### src/rtl/pwm10_pkg.sv
// Package: default geometry shared by the PWM generator modules.
// Assumes: the counter width is at least the fine-field width.
package pwm10_pkg;
    localparam int TMR_W_DEF   = 8;
    localparam int FRAC_W_DEF  = 2;
    localparam int PER_RST_DEF = (1 << TMR_W_DEF) - 1;
endpackage

### src/rtl/pwm10_phase.sv
// Module: sub-step phase counter. It walks the clocks inside one counter step
// and flags the last of them. Assumes: a step is 2**FRAC_W clocks long.
module pwm10_phase #(
    parameter int FRAC_W = pwm10_pkg::FRAC_W_DEF
) (
    input  logic              clk,
    input  logic              rst_n,
    input  logic              en,
    output logic [FRAC_W-1:0] phase_o,
    output logic              tick_o
);
    localparam logic [FRAC_W-1:0] LAST = '1;

    logic [FRAC_W-1:0] phase_q;

    // Advance the phase while enabled; park at zero otherwise.
    always_ff @(posedge clk) begin
        if (!rst_n || !en) phase_q <= '0;
        else               phase_q <= phase_q + 1'b1;
    end

    assign phase_o = phase_q;
    assign tick_o  = en && (phase_q == LAST);

    // phase steps by one on every enabled clock.
    a_r1_phase_steps: assert property (@(posedge clk) disable iff (!rst_n)
        en |=> phase_q == FRAC_W'($past(phase_q) + 1'b1));
endmodule

### src/rtl/pwm10_timebase.sv
// Module: cycle counter and unbuffered period register. It produces the
// period-match event. Assumes: tick_o from the phase counter is gated by en.
module pwm10_timebase #(
    parameter int TMR_W   = pwm10_pkg::TMR_W_DEF,
    parameter int PER_RST = pwm10_pkg::PER_RST_DEF
) (
    input  logic             clk,
    input  logic             rst_n,
    input  logic             en,
    input  logic             tick,
    input  logic             per_we,
    input  logic [TMR_W-1:0] per_wdata,
    output logic [TMR_W-1:0] timer_o,
    output logic [TMR_W-1:0] period_o,
    output logic             match_o
);
    localparam logic [TMR_W-1:0] PER_INIT = TMR_W'(PER_RST);

    logic [TMR_W-1:0] timer_q;
    logic [TMR_W-1:0] period_q;
    logic             hit;

    assign hit = tick && (timer_q == period_q);

    // Period register: written straight through, no shadow copy.
    always_ff @(posedge clk) begin
        if (!rst_n)      period_q <= PER_INIT;
        else if (per_we) period_q <= per_wdata;
    end

    // Cycle counter: restart on match, step on tick, wrap freely otherwise.
    always_ff @(posedge clk) begin
        if (!rst_n || !en) timer_q <= '0;
        else if (hit)      timer_q <= '0;
        else if (tick)     timer_q <= timer_q + 1'b1;
    end

    assign timer_o  = timer_q;
    assign period_o = period_q;
    assign match_o  = hit;

    // counter parked while disabled.
    a_r9_timer_parked: assert property (@(posedge clk) disable iff (!rst_n)
        !en |=> timer_q == '0);
    // counter restarts after a match.
    a_r2_restart: assert property (@(posedge clk) disable iff (!rst_n)
        match_o |=> timer_q == '0);
    // without a match the counter steps by one, wrapping past the top.
    a_r8_step_wrap: assert property (@(posedge clk) disable iff (!rst_n)
        (tick && !match_o) |=> timer_q == TMR_W'($past(timer_q) + 1'b1));
    // a period write is visible on the next edge.
    a_r7_period_now: assert property (@(posedge clk) disable iff (!rst_n)
        per_we |=> period_q == $past(per_wdata));
endmodule

### src/rtl/pwm10_duty.sv
// Module: duty shadow buffer, active compare latch and output compare.
// Assumes: latch pulses only at a period match; the position is {timer,phase}.
module pwm10_duty #(
    parameter int TMR_W  = pwm10_pkg::TMR_W_DEF,
    parameter int FRAC_W = pwm10_pkg::FRAC_W_DEF
) (
    input  logic              clk,
    input  logic              rst_n,
    input  logic              en,
    input  logic              hi_we,
    input  logic [TMR_W-1:0]  hi_wdata,
    input  logic              lo_we,
    input  logic [TMR_W-1:0]  lo_wdata,
    input  logic              latch,
    input  logic [TMR_W-1:0]  timer,
    input  logic [FRAC_W-1:0] phase,
    input  logic [TMR_W-1:0]  period,
    output logic              pwm_o
);
    localparam int POS_W = TMR_W + FRAC_W;

    logic [TMR_W-1:0]  buf_hi, act_hi;
    logic [FRAC_W-1:0] buf_lo, act_lo;
    logic [FRAC_W-1:0] lo_field;
    logic [POS_W-1:0]  pos, act;
    logic              full;

    assign lo_field = lo_wdata[TMR_W-1 -: FRAC_W];

    // Shadow buffer: each half captured on its own strobe.
    always_ff @(posedge clk) begin
        if (!rst_n) begin
            buf_hi <= '0;
            buf_lo <= '0;
        end else begin
            if (hi_we) buf_hi <= hi_wdata;
            if (lo_we) buf_lo <= lo_field;
        end
    end

    // Active latch: copied from the shadow only at a period match.
    always_ff @(posedge clk) begin
        if (!rst_n) begin
            act_hi <= '0;
            act_lo <= '0;
        end else if (latch) begin
            act_hi <= buf_hi;
            act_lo <= buf_lo;
        end
    end

    assign pos   = {timer, phase};
    assign act   = {act_hi, act_lo};
    assign full  = (act_hi >= period);
    assign pwm_o = en && (full || (pos < act));

    // active duty holds between matches.
    a_r6_hold: assert property (@(posedge clk) disable iff (!rst_n)
        !latch |=> ($stable(act_hi) && $stable(act_lo)));
    // a match copies the shadow coarse byte.
    a_r6_latch: assert property (@(posedge clk) disable iff (!rst_n)
        latch |=> act_hi == $past(buf_hi));
    // the fine field is taken from the top bits of the written byte.
    a_r3_lo_field: assert property (@(posedge clk) disable iff (!rst_n)
        lo_we |=> buf_lo == $past(lo_wdata[TMR_W-1 -: FRAC_W]));
endmodule

### src/rtl/pwm10_gen.sv
// Module: top of the double-buffered fine-resolution PWM generator.
// Assumes: register writes are single-clock strobes, synchronous to clk.
module pwm10_gen #(
    parameter int TMR_W   = pwm10_pkg::TMR_W_DEF,
    parameter int FRAC_W  = pwm10_pkg::FRAC_W_DEF,
    parameter int PER_RST = pwm10_pkg::PER_RST_DEF
) (
    input  logic             clk,
    input  logic             rst_n,
    input  logic             en,
    input  logic             per_we,
    input  logic [TMR_W-1:0] per_wdata,
    input  logic             dhi_we,
    input  logic [TMR_W-1:0] dhi_wdata,
    input  logic             dlo_we,
    input  logic [TMR_W-1:0] dlo_wdata,
    output logic             pwm_out,
    output logic             match_pulse
);
    logic [FRAC_W-1:0] phase;
    logic              tick;
    logic [TMR_W-1:0]  timer;
    logic [TMR_W-1:0]  period;
    logic              match;

    pwm10_phase #(.FRAC_W(FRAC_W)) u_phase (
        .clk(clk), .rst_n(rst_n), .en(en),
        .phase_o(phase), .tick_o(tick)
    );

    pwm10_timebase #(.TMR_W(TMR_W), .PER_RST(PER_RST)) u_tb (
        .clk(clk), .rst_n(rst_n), .en(en), .tick(tick),
        .per_we(per_we), .per_wdata(per_wdata),
        .timer_o(timer), .period_o(period), .match_o(match)
    );

    pwm10_duty #(.TMR_W(TMR_W), .FRAC_W(FRAC_W)) u_duty (
        .clk(clk), .rst_n(rst_n), .en(en),
        .hi_we(dhi_we), .hi_wdata(dhi_wdata),
        .lo_we(dlo_we), .lo_wdata(dlo_wdata),
        .latch(match), .timer(timer), .phase(phase), .period(period),
        .pwm_o(pwm_out)
    );

    assign match_pulse = match;
endmodule

### config.mk
export PLATFORM = sky130hd
export DESIGN_NAME = pwm10_gen
export DESIGN_NICKNAME = d
export VERILOG_FILES = /design/src/rtl/pwm10_pkg.sv /design/src/rtl/pwm10_phase.sv /design/src/rtl/pwm10_timebase.sv /design/src/rtl/pwm10_duty.sv /design/src/rtl/pwm10_gen.sv
export SDC_FILE = /design/constraint.sdc
export NUM_CORES = 1
export LEC_CHECK = 0
export ABC_AREA = 1
export BUFFER_PORTS_ARGS = -buffer_cell sky130_fd_sc_hd__clkbuf_2
export CORE_AREA = 2 2 80 59
export CTS_BUF_LIST = sky130_fd_sc_hd__clkbuf_8
export CTS_CLUSTER_SIZE = 16
export DETAILED_ROUTE_END_ITERATION = 16
export DIE_AREA = 0 0 82 61
export PLACE_DENSITY = 0.73
export SYNTH_ARGS = -nofsm -noshare
export SYNTH_HDL_FRONTEND = slang
export SYNTH_SLANG_ARGS = --single-unit
### constraint.sdc
create_clock -name clk -period 2.5 [get_ports clk]
set_input_delay 0.125 -clock clk [delete_from_list [all_inputs] [get_ports clk]]
set_output_delay 0.125 -clock clk [all_outputs]
set_load 0.02 [all_outputs]
---- Word level (Yosys, flattened, before mapping) ----
Index checks and enable logic that the tools add are counted.
storage, ports and cells
  register bits ........................... 38
  bits of input ports ..................... 30
  word-level logic and storage cells ...... 21
cells by class
  add/subtract/negate cells ............... 2
  $lt $le $gt $ge ......................... 2
  equal/unequal tests ..................... 2
  reduce and logical (&&, ||, !) cells .... 8
operators by type and width
  cell                   count
  $lt A10 B10 Y1         1
  $add A8 B1 Y8 const B  1
  $eq A8 B8 Y1           1
  $ge A8 B8 Y1           1
  $logic_and A1 B1 Y1    3
  $add A2 B1 Y2 const B  1
  $eq A2 B2 Y1 const B   1
  $logic_not A1 Y1       2
  $logic_or A1 B1 Y1     2
  $reduce_or A2 Y1       1

---- Logic depth before layout (Yosys ltp) ----
  depth after elaboration ................. 4
  gate-level depth with buffers ........... 11
  depth with buffers taken out ............ 11

---- By module ----
Synthesis repeated with hierarchy kept, for this count alone.
unflattened totals
  cells, all modules ...................... 281
  area, all modules ....................... 2000.7 um2
by module, submodules not included
  module          instances  cells each  area each (um2)  sequential area each (um2)
  pwm10_duty      1          158         1127.3           400.4
  pwm10_timebase  1          114         798.3            320.3
  pwm10_phase     1          9           75.1             40.0

---- Worst setup path after synthesis ----
OpenSTA, ideal clock, no wires.
  path kind ............................... register to output
  start ................................... register u_tb.timer_q[3] (netlist: u_tb.timer_o[3])
  end ..................................... output pwm_out
  data arrival time ....................... 1.346 ns
  data required time ...................... 2.375 ns
  slack ................................... 1.029 ns
  cell stages (with the launch flop) ...... 11
  cell sequence ........................... dfxtp_1 > ha_1 > nand2_1 > inv_1 > nand2_1 > nand2_1 > nand2_1 > nand2_1 > nor2_1 > nor2_1 > nor2_1
on the way
  cells in the longest elaborated chain, start to end .. 3
RTL lines
  what                    line                  RTL
  from (decl)             pwm10_timebase.sv:19  logic [TMR_W-1:0] timer_q;
  from (signal assigned)  pwm10_timebase.sv:35  else if (tick) timer_q <= timer_q + 1'b1;
  $lt A10 B10 Y1          pwm10_duty.sv:55      assign pwm_o = en && (full || (pos < act));
  $logic_or A1 B1 Y1      pwm10_duty.sv:55
  $logic_and A1 B1 Y1     pwm10_duty.sv:55
  to (decl)               pwm10_gen.sv:17       output logic pwm_out,
No other way between the ends.

---- Worst setup path in the final report ----
  start ................................... register u_phase.phase_q[0] (netlist: u_phase.phase_o[0])
  end ..................................... output match_pulse
on the way
  cells in the longest elaborated chain, start to end .. 3
RTL lines
  what                    line                  RTL
  from (decl)             pwm10_phase.sv:14     logic [FRAC_W-1:0] phase_q;
  from (signal assigned)  pwm10_phase.sv:19     else phase_q <= phase_q + 1'b1;
  $eq A2 B2 Y1            pwm10_phase.sv:23     assign tick_o = en && (phase_q == LAST);
  $logic_and A1 B1 Y1     pwm10_phase.sv:23
  $logic_and A1 B1 Y1     pwm10_timebase.sv:23  assign hit = tick && (timer_q == period_q);
  to (decl)               pwm10_gen.sv:18       output logic match_pulse
No other way between the ends.

==> results.sh <==
export IMPL_r2r_end="u_duty.act_hi[3]"
export IMPL_post_cts_setup_buffers=0
export IMPL_cp_required_ns=2.38
export IMPL_io_pins=32
export IMPL_area_delta_synth_final_pct=12.51
export IMPL_finalSetupViolations=0
export IMPL_grt_pass1_vias=1512
export IMPL_async_reset_ff_share_pct=0
export IMPL_syn_area_mm2=0.002069
export IMPL_post_route_period_util_pct=82.75
export IMPL_cp_start_kind="flop"
export IMPL_syn_instance_count=297
export IMPL_grt_pass1_wl_mm=6.831
export IMPL_combPwrFrac_pct=8.9
export IMPL_die_area_mm2=0.005002
export IMPL_cts_max_path_buffers=2
export IMPL_final_area_mm2=0.002328
export IMPL_syn_nets=346
export IMPL_portBuffers=25
export IMPL_slowest_stage="nor2_2"
export IMPL_power_switching_mw=0.2793
export IMPL_hold_buffers=0
export IMPL_ir_worst_vdd_mv=0.2453
export IMPL_synth_edf_count=0
export IMPL_synth_area_leaders="dfxtp_1 (37%), ha_1 (11%), nand2_1 (10%), nor2_1 (9.1%), inv_1 (8.0%)"
export IMPL_slew_headroom_pct=58.18
export IMPL_p_per_area_mw_per_mm2=500.1
export IMPL_critPathMaxFanout=11
export IMPL_path_cells="ha_1 -> nand2_2 -> inv_2 -> nand2_1 -> nor2_2 -> nand3_2 -> nor2_2 -> clkbuf_2"
export IMPL_fmax_ghz=0.4834
export IMPL_overflow=0
export IMPL_drt_total_wl_mm=4.169
export IMPL_cts_resized_gates=0
export IMPL_track_usage_pct=18.21
export IMPL_worst_setup_path_end_kind="output pin"
export IMPL_yosys_area_top_type="dfxtp_1"
export IMPL_fin_total_pwr_mw=1.164
export IMPL_crit_type="flop to output pin"
export IMPL_hold_class="primary input to flop"
export IMPL_reg2regPathDepth=9
export IMPL_cts_sinks=38
export IMPL_root_buffer="clkbuf_8"
export IMPL_grt_max_degree=23
export IMPL_regToRegSetupSlack_ns=0.84
export IMPL_fin_nets=373
export IMPL_switching_share_pct=23.98
export IMPL_clock_latency_ns=0.28
export IMPL_tns_ns=0
export IMPL_initialDrtViolationCount=98
export IMPL_gp_congestion=0.8664
export IMPL_ys_warn_count=0
export IMPL_ys_flop_type="dfxtp_1"
export IMPL_avgRoutedWirePerCell_um=10.97
export IMPL_cp_endpoint="match_pulse"
export IMPL_fin_hold_ws_ns=0.05181
export IMPL_power_frac_seq_pct=54.6
export IMPL_grt_antenna_before_repair=0
export IMPL_synth_distinct_cells=20
export IMPL_die_y_um=61
export IMPL_rsz0062_at_grt="no"
export IMPL_dpl_hpwl_mm=3.300
export IMPL_path_common_cell="nor2_2"
export IMPL_path_clk_slew_ns=0.07
export IMPL_drive_above_1_share_pct=13.85
export IMPL_synth_area_per_cell_um2=6.968
export IMPL_synth_common_cells="nand2_1 (55), nor2_1 (50), inv_1 (44)"
export IMPL_antenna_cells=0
export IMPL_drv_cap=0
export IMPL_synth_top_cell_area_share_pct=36.76
export IMPL_pwr_share_clk_pct=36.4
export IMPL_slowest_delay_ns=0.41
export IMPL_startpoint="u_phase.phase_o[0]"
export IMPL_cts_buffers=5
export IMPL_num_rows=20
export IMPL_intPower_mw=0.8852
export IMPL_dr_total_vias=1817
export IMPL_final_hold_violation_count=0
export IMPL_total_leakage_power_nw=1.145
export IMPL_placed_area_mm2=0.002237
export IMPL_floorplan_initialDensity_pct=49.23
export IMPL_post_route_min_period_ns=2.069
export IMPL_dieWidth_um=82
export IMPL_core_area_mm2=0.004204
export IMPL_drc=0
export IMPL_ys_ff_latch=38
export IMPL_status="completed"
export IMPL_cts_max_level=2
export IMPL_rr_startpoint="u_phase.phase_o[0]"
export IMPL_layout_cells_non_filler=380
export IMPL_dr_pass1_iters=4
export IMPL_finalClockSkew_ns=0.006725
export IMPL_via_per_inst=4.782
export IMPL_ant_nets=0
export IMPL_cts_tree="built"
export IMPL_yosys_cell_count_top_type="nand2_1"
export IMPL_cp_arrival_ns=1.94
export IMPL_slew_viol_final=0
export IMPL_place_inst=372
export IMPL_ys_seq_area_share_pct=36.76
export IMPL_tightest_slew_ns=0.6250
-- power groups by stage --
stage	sequential, mW	combinational (mW)	clock (mW)
2_1_floorplan	0.648	0.0683	0
3_3_place_gp	0.649	0.102	0
3_5_place_dp	0.650	0.104	0
4_1_cts	0.636	0.105	0.437
5_1_grt	0.638	0.121	0.461
6_report	0.636	0.104	0.424
-- layer usage --
| metal | routed length, µm | GRT usage [%] | vias up |
|---|---|---|---|
| met1 | 2180 | 25.70 | 799 |
| met2 | 1762 | 27.87 | 30 |
| met4 | 39 | 5.714 | 0 |
| met5 | 0 | 0 | - |
| li1 | - | - | 984 |
| met3 | 186 | 4.018 | 4 |
-- flip-flops by register name, summed over array words and instances (netlist names) --
register         cells
u_tb.period_o        8
u_phase.phase_o      2
u_duty.act_hi        8
u_tb.timer_o         8
u_duty.buf_lo        2
u_duty.buf_hi        8
u_duty.act_lo        2
-- worst max-delay path: cells and delay by family (launching register included) --
| kind | cells | cell delay [ns] |
|---|---|---|
| adders and majority gates | 1 | 0.17 |
| buffers and inverters | 2 | 0.37 |
| DFF | 1 | 0.37 |
| and+or+nand+nor | 5 | 0.75 |
-- cell type report --
cell class	count	area, µm²
fillers	408	1876
clock inverters	2	8.758
multi-input cells	207	1106
well taps	55	68.82
inverters	47	176.4
flip-flops and latches	38	760.7
clock buffers	6	82.58
repair buffers	25	125.1
-- stage by stage --
step | utilization [%] | worst slack (ns)
3_5_place_dp | 53.21 | 0.7547
6_report | 55.39 | 0.4311
2_1_floorplan | - | 1.029
5_1_grt | 55.39 | 0.3007
3_3_place_gp | 53.21 | 0.7744
4_1_cts | 55.39 | 0.4352
-- cells by family (layout without fill, tap and decap cells) --
family,count (synthesis),after routing,share of synthesized area (%)
AO/OA/AOI/OAI,49,49,12.39
XOR/XNOR,8,8,3.386
adder cells (fa/ha/maj),19,19,11.49
buffers and inverters,52,80,9.795
flip-flops,38,38,36.76
AND/OR/NAND/NOR,131,131,26.18
-- layout by cell type, fill, tap and decap left out, types with 2 or more instances in the layout --
cell type	instances
clkbuf_2	25
nor2_1	50
nand2_1	55
ha_1	19
inv_2	3
xor2_1	8
a21oi_1	25
nand2_2	4
clkbuf_8	6
nand4_1	2
nand3_1	15
inv_1	45
dfxtp_1	38
o21ai_0	21
nor2_2	4
-- worst min path at each step --
stage / depth (start not counted) / slack (ns) / startpoint / to
finish: 3 / 0.05 / per_wdata[4] / u_tb.period_o[4]
global route: 3 / 0.07 / per_wdata[3] / u_tb.period_o[3]
CTS: 3 / 0.05 / per_wdata[3] / u_tb.period_o[3]
detailed placement: 3 / 0.34 / per_wdata[3] / u_tb.period_o[3]
global placement: 3 / 0.33 / per_wdata[5] / u_tb.period_o[5]
floorplan: 2 / 0.25 / per_we / u_tb.period_o[0]
(Power assumes the default switching activity.)
